File: src/rtl/xfi_pkg.sv
package xfi_pkg;

    localparam int REG_W = 32;
    localparam int ADDR_W = 4;

    // Register indices
    typedef enum logic [ADDR_W-1:0] {
        A_CTRL   = 4'd0,
        A_TXDAT  = 4'd1,
        A_RXDAT  = 4'd2,
        A_TXTHR  = 4'd3,
        A_RXTHR  = 4'd4,
        A_MASK   = 4'd5,
        A_RAW    = 4'd6,
        A_MASKED = 4'd7,
        A_CLEAR  = 4'd8
    } reg_idx_e;

    // Status bit positions (software decodes these)
    localparam int B_TXE   = 0;
    localparam int B_TXNE  = 1;
    localparam int B_TXF   = 2;
    localparam int B_TXOVR = 3;
    localparam int B_RXE   = 4;
    localparam int B_RXNF  = 5;
    localparam int B_RXF   = 6;
    localparam int B_DONE  = 19;
    localparam int B_ARB   = 24;
    localparam int B_BERR  = 25;
    localparam int B_DONEN = 28;

    localparam logic [REG_W-1:0] LIVE_BITS = 32'h1FFF_FFFF;

    typedef struct packed {
        logic tx_empty;
        logic tx_low;
        logic tx_full;
        logic rx_empty;
        logic rx_high;
        logic rx_full;
    } lvl_t;

    typedef struct packed {
        logic tx_ovr;
        logic done_stop;
        logic arb_lost;
        logic bus_err;
        logic done_nostop;
    } evt_t;

    function automatic logic [REG_W-1:0] lvl_word(input lvl_t l);
        logic [REG_W-1:0] w;
        w = '0;
        w[B_TXE]  = l.tx_empty;
        w[B_TXNE] = l.tx_low;
        w[B_TXF]  = l.tx_full;
        w[B_RXE]  = l.rx_empty;
        w[B_RXNF] = l.rx_high;
        w[B_RXF]  = l.rx_full;
        return w;
    endfunction

    function automatic logic [REG_W-1:0] evt_word(input evt_t e);
        logic [REG_W-1:0] w;
        w = '0;
        w[B_TXOVR] = e.tx_ovr;
        w[B_DONE]  = e.done_stop;
        w[B_ARB]   = e.arb_lost;
        w[B_BERR]  = e.bus_err;
        w[B_DONEN] = e.done_nostop;
        return w;
    endfunction

    localparam logic [REG_W-1:0] STICKY_BITS =
        (32'h1 << B_TXOVR) | (32'h1 << B_DONE) | (32'h1 << B_ARB) |
        (32'h1 << B_BERR) | (32'h1 << B_DONEN);

endpackage

File: src/rtl/xfi_byte_fifo.sv
module xfi_byte_fifo #(
    parameter int DEPTH        = 16,
    parameter int FLUSH_CYCLES = 4,
    parameter int CW           = $clog2(DEPTH + 1)
) (
    input  logic          clk,
    input  logic          rst,
    input  logic          push,
    input  logic [7:0]    push_data,
    input  logic          pop,
    output logic [7:0]    head,
    output logic [CW-1:0] count,
    output logic          full,
    output logic          empty,
    input  logic          flush_start,
    output logic          flush_busy,
    output logic          push_drop
);
    localparam int AW  = (DEPTH > 1) ? $clog2(DEPTH) : 1;
    localparam int FCW = (FLUSH_CYCLES > 1) ? $clog2(FLUSH_CYCLES) : 1;

    logic [7:0]     mem [DEPTH];
    logic [AW-1:0]  wp, rp;
    logic [CW-1:0]  cnt;
    logic           busy;
    logic [FCW-1:0] fcnt;
    logic           do_push, do_pop;

    assign full       = (cnt == CW'(DEPTH));
    assign empty      = (cnt == '0);
    assign count      = cnt;
    assign flush_busy = busy;
    assign do_push    = push && !busy && !full;
    assign do_pop     = pop && !busy && !empty;
    assign push_drop  = push && !busy && full;
    assign head       = empty ? 8'h00 : mem[rp];

    function automatic logic [AW-1:0] step(input logic [AW-1:0] p);
        return (p == AW'(DEPTH - 1)) ? '0 : p + AW'(1);
    endfunction

    always_ff @(posedge clk) begin
        if (do_push) mem[wp] <= push_data;
    end

    always_ff @(posedge clk) begin
        if (rst) begin
            wp   <= '0;
            rp   <= '0;
            cnt  <= '0;
            busy <= 1'b0;
            fcnt <= '0;
        end else if (busy) begin
            if (fcnt == '0) begin
                busy <= 1'b0;
                wp   <= '0;
                rp   <= '0;
                cnt  <= '0;
            end else begin
                fcnt <= fcnt - FCW'(1);
            end
        end else if (flush_start) begin
            busy <= 1'b1;
            fcnt <= FCW'(FLUSH_CYCLES - 1);
        end else begin
            if (do_push) wp <= step(wp);
            if (do_pop)  rp <= step(rp);
            case ({do_push, do_pop})
                2'b10:   cnt <= cnt + CW'(1);
                2'b01:   cnt <= cnt - CW'(1);
                default: cnt <= cnt;
            endcase
        end
    end

    // a push into a full queue leaves the level untouched
    p_full_drop_r3: assert property (@(posedge clk) disable iff (rst)
        (push && full && !pop && !busy && !flush_start) |=> (count == $past(count)));

    // a pop of an empty queue leaves it empty
    p_empty_pop_r2: assert property (@(posedge clk) disable iff (rst)
        (pop && empty && !push && !busy && !flush_start) |=> empty);

    // the queue is empty when the flush ends
    p_flush_end_r7: assert property (@(posedge clk) disable iff (rst)
        $fell(flush_busy) |-> empty);

    // no access moves the level while a flush runs
    p_flush_freeze_r7: assert property (@(posedge clk) disable iff (rst)
        (flush_busy && $past(flush_busy)) |-> ($stable(count) || empty));

endmodule

File: src/rtl/xfi_irq_unit.sv
module xfi_irq_unit
    import xfi_pkg::*;
(
    input  logic             clk,
    input  logic             rst,
    input  lvl_t             lvl,
    input  evt_t             evt,
    input  logic             mask_we,
    input  logic             clr_we,
    input  logic [REG_W-1:0] wdata,
    output logic [REG_W-1:0] raw,
    output logic [REG_W-1:0] mask,
    output logic [REG_W-1:0] masked,
    output logic             irq
);
    logic [REG_W-1:0] sticky_q, mask_q, clr_bits, set_bits;

    assign clr_bits = clr_we ? (wdata & STICKY_BITS) : '0;
    assign set_bits = evt_word(evt);

    always_ff @(posedge clk) begin
        if (rst) begin
            sticky_q <= '0;
            mask_q   <= '0;
        end else begin
            // a new event wins over a clear in the same cycle
            sticky_q <= (sticky_q & ~clr_bits) | set_bits;
            if (mask_we) mask_q <= wdata & LIVE_BITS;
        end
    end

    assign raw    = lvl_word(lvl) | sticky_q;
    assign mask   = mask_q;
    assign masked = raw & mask_q;
    assign irq    = |masked;

    // arbitration loss shows up one cycle later
    p_arb_sets_r8: assert property (@(posedge clk) disable iff (rst)
        evt.arb_lost |=> raw[B_ARB]);

    // sticky bits only fall on a clear write
    p_sticky_hold_r8: assert property (@(posedge clk) disable iff (rst)
        !clr_we |=> ((sticky_q & $past(sticky_q)) == $past(sticky_q)));

    // event and clear together leave the bit set
    p_set_wins_r9: assert property (@(posedge clk) disable iff (rst)
        (evt.bus_err && clr_we && wdata[B_BERR]) |=> raw[B_BERR]);

    // interrupt only with an enabled bit
    p_irq_mask_r10: assert property (@(posedge clk) disable iff (rst)
        irq |-> (mask != '0));

endmodule

File: src/rtl/xfi_hub.sv
module xfi_hub
    import xfi_pkg::*;
#(
    parameter int DEPTH        = 16,
    parameter int FLUSH_CYCLES = 4
) (
    input  logic        clk,
    input  logic        rst,
    input  logic        reg_wr,
    input  logic        reg_rd,
    input  logic [3:0]  reg_addr,
    input  logic [31:0] reg_wdata,
    output logic [31:0] reg_rdata,
    input  logic        eng_tx_pop,
    output logic        eng_tx_valid,
    output logic [7:0]  eng_tx_data,
    input  logic        eng_rx_push,
    input  logic [7:0]  eng_rx_data,
    output logic        eng_rx_ready,
    input  logic        ev_done_stop,
    input  logic        ev_done_nostop,
    input  logic        ev_arb_lost,
    input  logic        ev_bus_err,
    output logic        irq
);
    localparam int CW = $clog2(DEPTH + 1);
    localparam int TW = (DEPTH > 1) ? $clog2(DEPTH) : 1;

    logic [TW-1:0] tx_thr, rx_thr;
    logic [CW-1:0] tx_cnt, rx_cnt;
    logic          tx_full, tx_empty, rx_full, rx_empty;
    logic          tx_busy, rx_busy, tx_drop, rx_drop_unused;
    logic [7:0]    rx_head;
    logic          wr_ctrl, wr_tx, rd_rx;
    lvl_t          lvl;
    evt_t          evt;
    logic [31:0]   raw, mask, masked;

    assign wr_ctrl = reg_wr && (reg_addr == A_CTRL);
    assign wr_tx   = reg_wr && (reg_addr == A_TXDAT);
    assign rd_rx   = reg_rd && (reg_addr == A_RXDAT);

    xfi_byte_fifo #(.DEPTH(DEPTH), .FLUSH_CYCLES(FLUSH_CYCLES), .CW(CW)) u_txq (
        .clk(clk), .rst(rst),
        .push(wr_tx), .push_data(reg_wdata[7:0]),
        .pop(eng_tx_pop), .head(eng_tx_data),
        .count(tx_cnt), .full(tx_full), .empty(tx_empty),
        .flush_start(wr_ctrl && reg_wdata[0]), .flush_busy(tx_busy),
        .push_drop(tx_drop)
    );

    xfi_byte_fifo #(.DEPTH(DEPTH), .FLUSH_CYCLES(FLUSH_CYCLES), .CW(CW)) u_rxq (
        .clk(clk), .rst(rst),
        .push(eng_rx_push), .push_data(eng_rx_data),
        .pop(rd_rx), .head(rx_head),
        .count(rx_cnt), .full(rx_full), .empty(rx_empty),
        .flush_start(wr_ctrl && reg_wdata[1]), .flush_busy(rx_busy),
        .push_drop(rx_drop_unused)
    );

    assign eng_tx_valid = !tx_empty && !tx_busy;
    assign eng_rx_ready = !rx_full && !rx_busy;

    always_ff @(posedge clk) begin
        if (rst) begin
            tx_thr <= '0;
            rx_thr <= '0;
        end else if (reg_wr) begin
            if (reg_addr == A_TXTHR) tx_thr <= reg_wdata[TW-1:0];
            if (reg_addr == A_RXTHR) rx_thr <= reg_wdata[TW-1:0];
        end
    end

    always_comb begin
        lvl.tx_empty = tx_empty;
        lvl.tx_low   = (tx_cnt <= CW'(tx_thr));
        lvl.tx_full  = tx_full;
        lvl.rx_empty = rx_empty;
        lvl.rx_high  = (rx_cnt >= CW'(rx_thr));
        lvl.rx_full  = rx_full;
        evt.tx_ovr      = tx_drop;
        evt.done_stop   = ev_done_stop;
        evt.arb_lost    = ev_arb_lost;
        evt.bus_err     = ev_bus_err;
        evt.done_nostop = ev_done_nostop;
    end

    xfi_irq_unit u_irq (
        .clk(clk), .rst(rst), .lvl(lvl), .evt(evt),
        .mask_we(reg_wr && (reg_addr == A_MASK)),
        .clr_we(reg_wr && (reg_addr == A_CLEAR)),
        .wdata(reg_wdata),
        .raw(raw), .mask(mask), .masked(masked), .irq(irq)
    );

    always_comb begin
        reg_rdata = '0;
        case (reg_addr)
            A_CTRL:   reg_rdata = {30'd0, rx_busy, tx_busy};
            A_RXDAT:  reg_rdata = rx_busy ? 32'd0 : {24'd0, rx_head};
            A_TXTHR:  reg_rdata = 32'(tx_thr);
            A_RXTHR:  reg_rdata = 32'(rx_thr);
            A_MASK:   reg_rdata = mask;
            A_RAW:    reg_rdata = raw;
            A_MASKED: reg_rdata = masked;
            default:  reg_rdata = '0;
        endcase
    end

    // reading an empty receive queue yields zero
    p_empty_read_r2: assert property (@(posedge clk) disable iff (rst)
        (rd_rx && rx_empty) |-> (reg_rdata == 32'd0));

    // the engine never sees a byte while the transmit flush runs
    p_tx_flush_quiet_r1: assert property (@(posedge clk) disable iff (rst)
        tx_busy |-> !eng_tx_valid);

endmodule

File: config.mk
export PLATFORM = sky130hd
export DESIGN_NAME = xfi_hub
export DESIGN_NICKNAME = d
export VERILOG_FILES = /design/src/rtl/xfi_pkg.sv /design/src/rtl/xfi_byte_fifo.sv /design/src/rtl/xfi_irq_unit.sv /design/src/rtl/xfi_hub.sv
export SDC_FILE = /design/constraint.sdc
export NUM_CORES = 1
export LEC_CHECK = 0
export CAP_MARGIN = 20
export CORE_ASPECT_RATIO = 0.8
export CORE_MARGIN = 8
export CORE_UTILIZATION = 53
export DETAILED_ROUTE_END_ITERATION = 12
export HOLD_SLACK_MARGIN = 0.15
export PLACE_DENSITY = 0.76
export SETUP_SLACK_MARGIN = 0.2
export SYNTH_ARGS = -nofsm -noshare
export SYNTH_HDL_FRONTEND = slang
export SYNTH_SLANG_ARGS = --single-unit
File: constraint.sdc
create_clock -name clk -period 3.25 [get_ports clk]
set_input_delay 0.325 -clock clk [delete_from_list [all_inputs] [get_ports clk]]
set_output_delay 0.325 -clock clk [all_outputs]
set_load 0.05 [all_outputs]
==> results.tsv <==
stage	metric	value	unit
run_status	status	complete, no violations	
place	hpwl	22100	um
synthesis	yosysTopAreaCellShare	0.534	
pwr	ir_worst_vdd	0.679	mV
critical_path	end_kind	primary output	
pwr	swShare	0.211	
cts	htree_levels	2	
cts	clkTransAtPathRegs	0.06	ns
critical_path	max_stage_delay	0.48	ns
synthesis	ys_ff_latch	338	
cts	cts_tree	yes	
synthesis	synthCells	1002	
floorplan	die_w	200	um
cts	cts_made_buffers	35	
pwr	p_switching	1970	uW
global_routing	grt_max_degree	52	
cts	clock_latency	0.52	ns
layout	area_growth	21.5	%
place	dpl_cell_area	16200	um^2
layout	design_area	17500	um^2
critical_path	r2r_cells	11	
timing	finClkSkew	0.0150	ns
critical_path	path_class	register to primary output	
routing	via_per_inst	5.88	
critical_path	required	2.92	ns
synthesis	synth-seq-area-share	0.647	
synthesis	ys_top_cells_by_area	edfxtp_1, dfxtp_1, mux4_2	
timing	hold_violations	0	
critical_path	cp_slowest_cell	mux4_2	
critical_path	start_kind	register	
synthesis	netlist_area	14400	um^2
routing	drt_pass1_iterations	5	
timing	slew_headroom	0.435	
critical_path	worst-path-stages	7	
critical_path	critPathBufInv	3	
pwr	pwr-share-clk	0.440	
worst_hold_path	holdPathStages	2	
pwr	p_per_area	533	nW/um^2
synthesis	async_reset_ff_frac	0	
layout	drive_above_1_share	0.210	
global_routing	grt_pass1_vias	8855	
global_routing	overflow	0	
routing	post_drt_wl_per_cell	21.4	um
floorplan	initial_utilization	0.533	
layout	nFillCells	1900	
pwr	p_leak	0.00583	uW
place	place_congestion	0.889	
routing	routed-via-count	8975	
routing	route.detailed.drc	0	
critical_path	path_delay_family	multiplexers	
place	portBuffers	90	
global_routing	grt_pass1_wl	50500	um
layout	num-nets-final	1219	
cts	cts.sinks	338	
timing	fin_crit_sh	0.908	
timing	worst-slew-pin-transition	0.844	ns
timing	slew_violations	0	
routing	drt-initial-drc-count	816	
pwr	pwr-share-comb	0.056	
floorplan	die-area	32800	um^2
floorplan	die-height	163	um
synthesis	synth_top_area_cell	edfxtp_1	
flow_run	drv_cap	0	
cts	cts_buffer_depth	3	
synthesis	synth-edff-count	256	
synthesis	ys.flop_type	edfxtp_1	
timing	setup-tns-final	0	ns
timing	fmax	339	MHz
timing	post-route-min-period	2.95	ns
pwr	p_total	9330	uW
pwr	internal_power	7360	uW
synthesis	ys_warn_count	0	
layout	n_antenna_cell	0	
timing	rsz0062_at_grt	no	
routing	ant_nets	0	
critical_path	crit_path_cell_trace	buf_12, buf_12, mux4_2, mux2i_1, nor2_1, a311o_1, buf_12	
synthesis	ys_types	69	
global_routing	grt_antenna_before_repair	1	
worst_hold_path	hp-class	primary input to register	
cts	cts_hold_buf	0	
critical_path	critPathMaxFanout	12	
timing	final-setup-viol-count	0	
pwr	seqPwrFrac	0.504	
layout	fin_util	0.648	
critical_path	crit_top_cell	buf_12	
routing	drt_wl_total	32700	um
synthesis	synth.avg_cell_area	14.4	um^2
floorplan	core	27000	um^2
critical_path	arrival	2.63	ns
global_routing	grt_use_total	0.195	
cts	root_buffer	clkbuf_16	
floorplan	ioPinCount	97	
floorplan	row_count	54	
-- cell type report --
class | instances | area, um^2 | share of cell area
clock inverters | 18 | 188 | 0.0107
well taps | 364 | 455 | 0.0260
multi-input cells | 580 | 4770 | 0.273
flip-flops and latches | 338 | 9340 | 0.533
repair buffers | 151 | 1620 | 0.0925
clock buffers | 45 | 1020 | 0.0582
inverters | 31 | 116 | 0.00665
-- cells in the mapped netlist (2+ instances only) --
library cell  count
a31oi_1           6
nor2b_1           8
nor4_1            9
mux2i_1          39
clkbuf_1         32
a21oi_1          67
buf_6             2
xnor2_1           3
o21ai_0          15
mux4_2           64
dfxtp_1          82
o22ai_1          13
clkinv_1          2
and4b_1           3
nand3_1          19
and2_1           44
buf_1             6
a21o_1            2
a211oi_1         12
buf_4             4
o211ai_1          2
inv_1            29
a221o_1           2
o21a_1            3
a211o_1           2
nor3_1            6
buf_2            11
edfxtp_1        256
nor3b_1           4
o32ai_1           2
nand2b_1         11
nand2_1          90
xor2_1            7
mux2_2            2
or3_1             5
o221ai_1          5
nand4_1           7
nor4bb_1          2
a32oi_1           3
nand3b_1          8
nor2_1           58
ha_1             28
-- logic make-up (layout without fill, tap and decap cells) --
| family | after synthesis | after routing | share of synthesized area |
|---|---|---|---|
| DFF | 338 | 338 | 0.647 |
| and+or+nand+nor | 286 | 286 | 0.102 |
| muxes | 105 | 105 | 0.129 |
| other | 1 | 3 | 0.000260 |
| AOI/OAI and AO/OA | 148 | 148 | 0.0660 |
| adders and majority gates | 28 | 28 | 0.0243 |
| xor gates and xnor gates | 10 | 10 | 0.00608 |
| buffers and inverters | 86 | 245 | 0.0254 |
-- worst paths after layout --
path	to	slack, ns	startpoint
worst min-delay path	u_irq.sticky_q[28]	0.26	rst
worst max register to register	u_txq.count[4]	0.36	u_txq.count[2]
worst max-delay path	reg_rdata[6]	0.30	register
worst min register to register	u_irq.mask[15]	0.45	u_irq.mask[15]
-- flip-flops by register name, summed over array words and instances (netlist names), 5 cells and up, named ones only --
| register | cells |
|---|---|
| u_irq.mask | 29 |
| u_irq.sticky_q | 5 |
| u_txq.count | 5 |
| u_rxq.count | 5 |
| u_txq.mem | 128 |
| u_rxq.mem | 128 |
-- power groups by stage --
stage / combinational [uW] / clock (uW) / sequential, uW
finish: 527 / 4100 / 4700
global placement: 510 / 0 / 4790
floorplan: 281 / 0 / 4790
CTS: 523 / 4160 / 4700
global route: 566 / 4320 / 4700
detailed placement: 520 / 0 / 4790
-- layout by cell type, fill, tap and decap left out, drive strengths merged, types with 6 or more instances in the layout --
cell type / Yosys / routed
edfxtp: 256 / 256
buf: 23 / 99
nand2: 90 / 90
dfxtp: 82 / 82
a21oi: 67 / 67
mux4: 64 / 64
nor2: 59 / 59
clkdlybuf4s50: 0 / 51
clkbuf: 32 / 46
and2: 45 / 45
mux2i: 39 / 39
inv: 29 / 31
ha: 28 / 28
nand3: 19 / 19
o21ai: 15 / 15
clkinv: 2 / 14
o22ai: 13 / 13
a211oi: 12 / 12
nand2b: 11 / 11
nor4: 11 / 11
nor2b: 8 / 8
nand3b: 8 / 8
xor2: 7 / 7
nand4: 7 / 7
nor3: 6 / 6
a31oi: 6 / 6
-- routing by layer --
layer  share of wire  up-vias  track usage
met5         0.00024        -            0
li1                -     4078            -
met4           0.020        2       0.0487
met1            0.44     4457        0.279
met2            0.46      379        0.306
met3           0.075       59       0.0389
-- worst reg2reg max path: cells and delay by family, from the launching register on --
family,cells,cell delay [ns]
fa+ha+maj,2,0.48
buf+inv,1,0.08
xor+xnor,1,0.17
compound gates,5,0.89
flops,1,0.39
simple gates,2,0.82
-- stage by stage --
stage / cells / hold slack [ns] / setup slack, ns
6_report: 1527 / 0.256 / 0.299
4_1_cts: 1516 / 0.247 / 0.199
3_5_place_dp: 1453 / 0.442 / 0.0435
2_1_floorplan: 1004 / 0.424 / 0.200
3_3_place_gp: 1453 / 0.438 / 0.0538
5_1_grt: 1527 / 0.280 / 0.192
-- what timing repair did --
item	4_1_cts	5_1_grt
pin swaps	0	3
endpoints found under the setup margin	5	6
gates resized for setup	5	9
setup buffers	0	11
(Power assumes the default switching activity.)
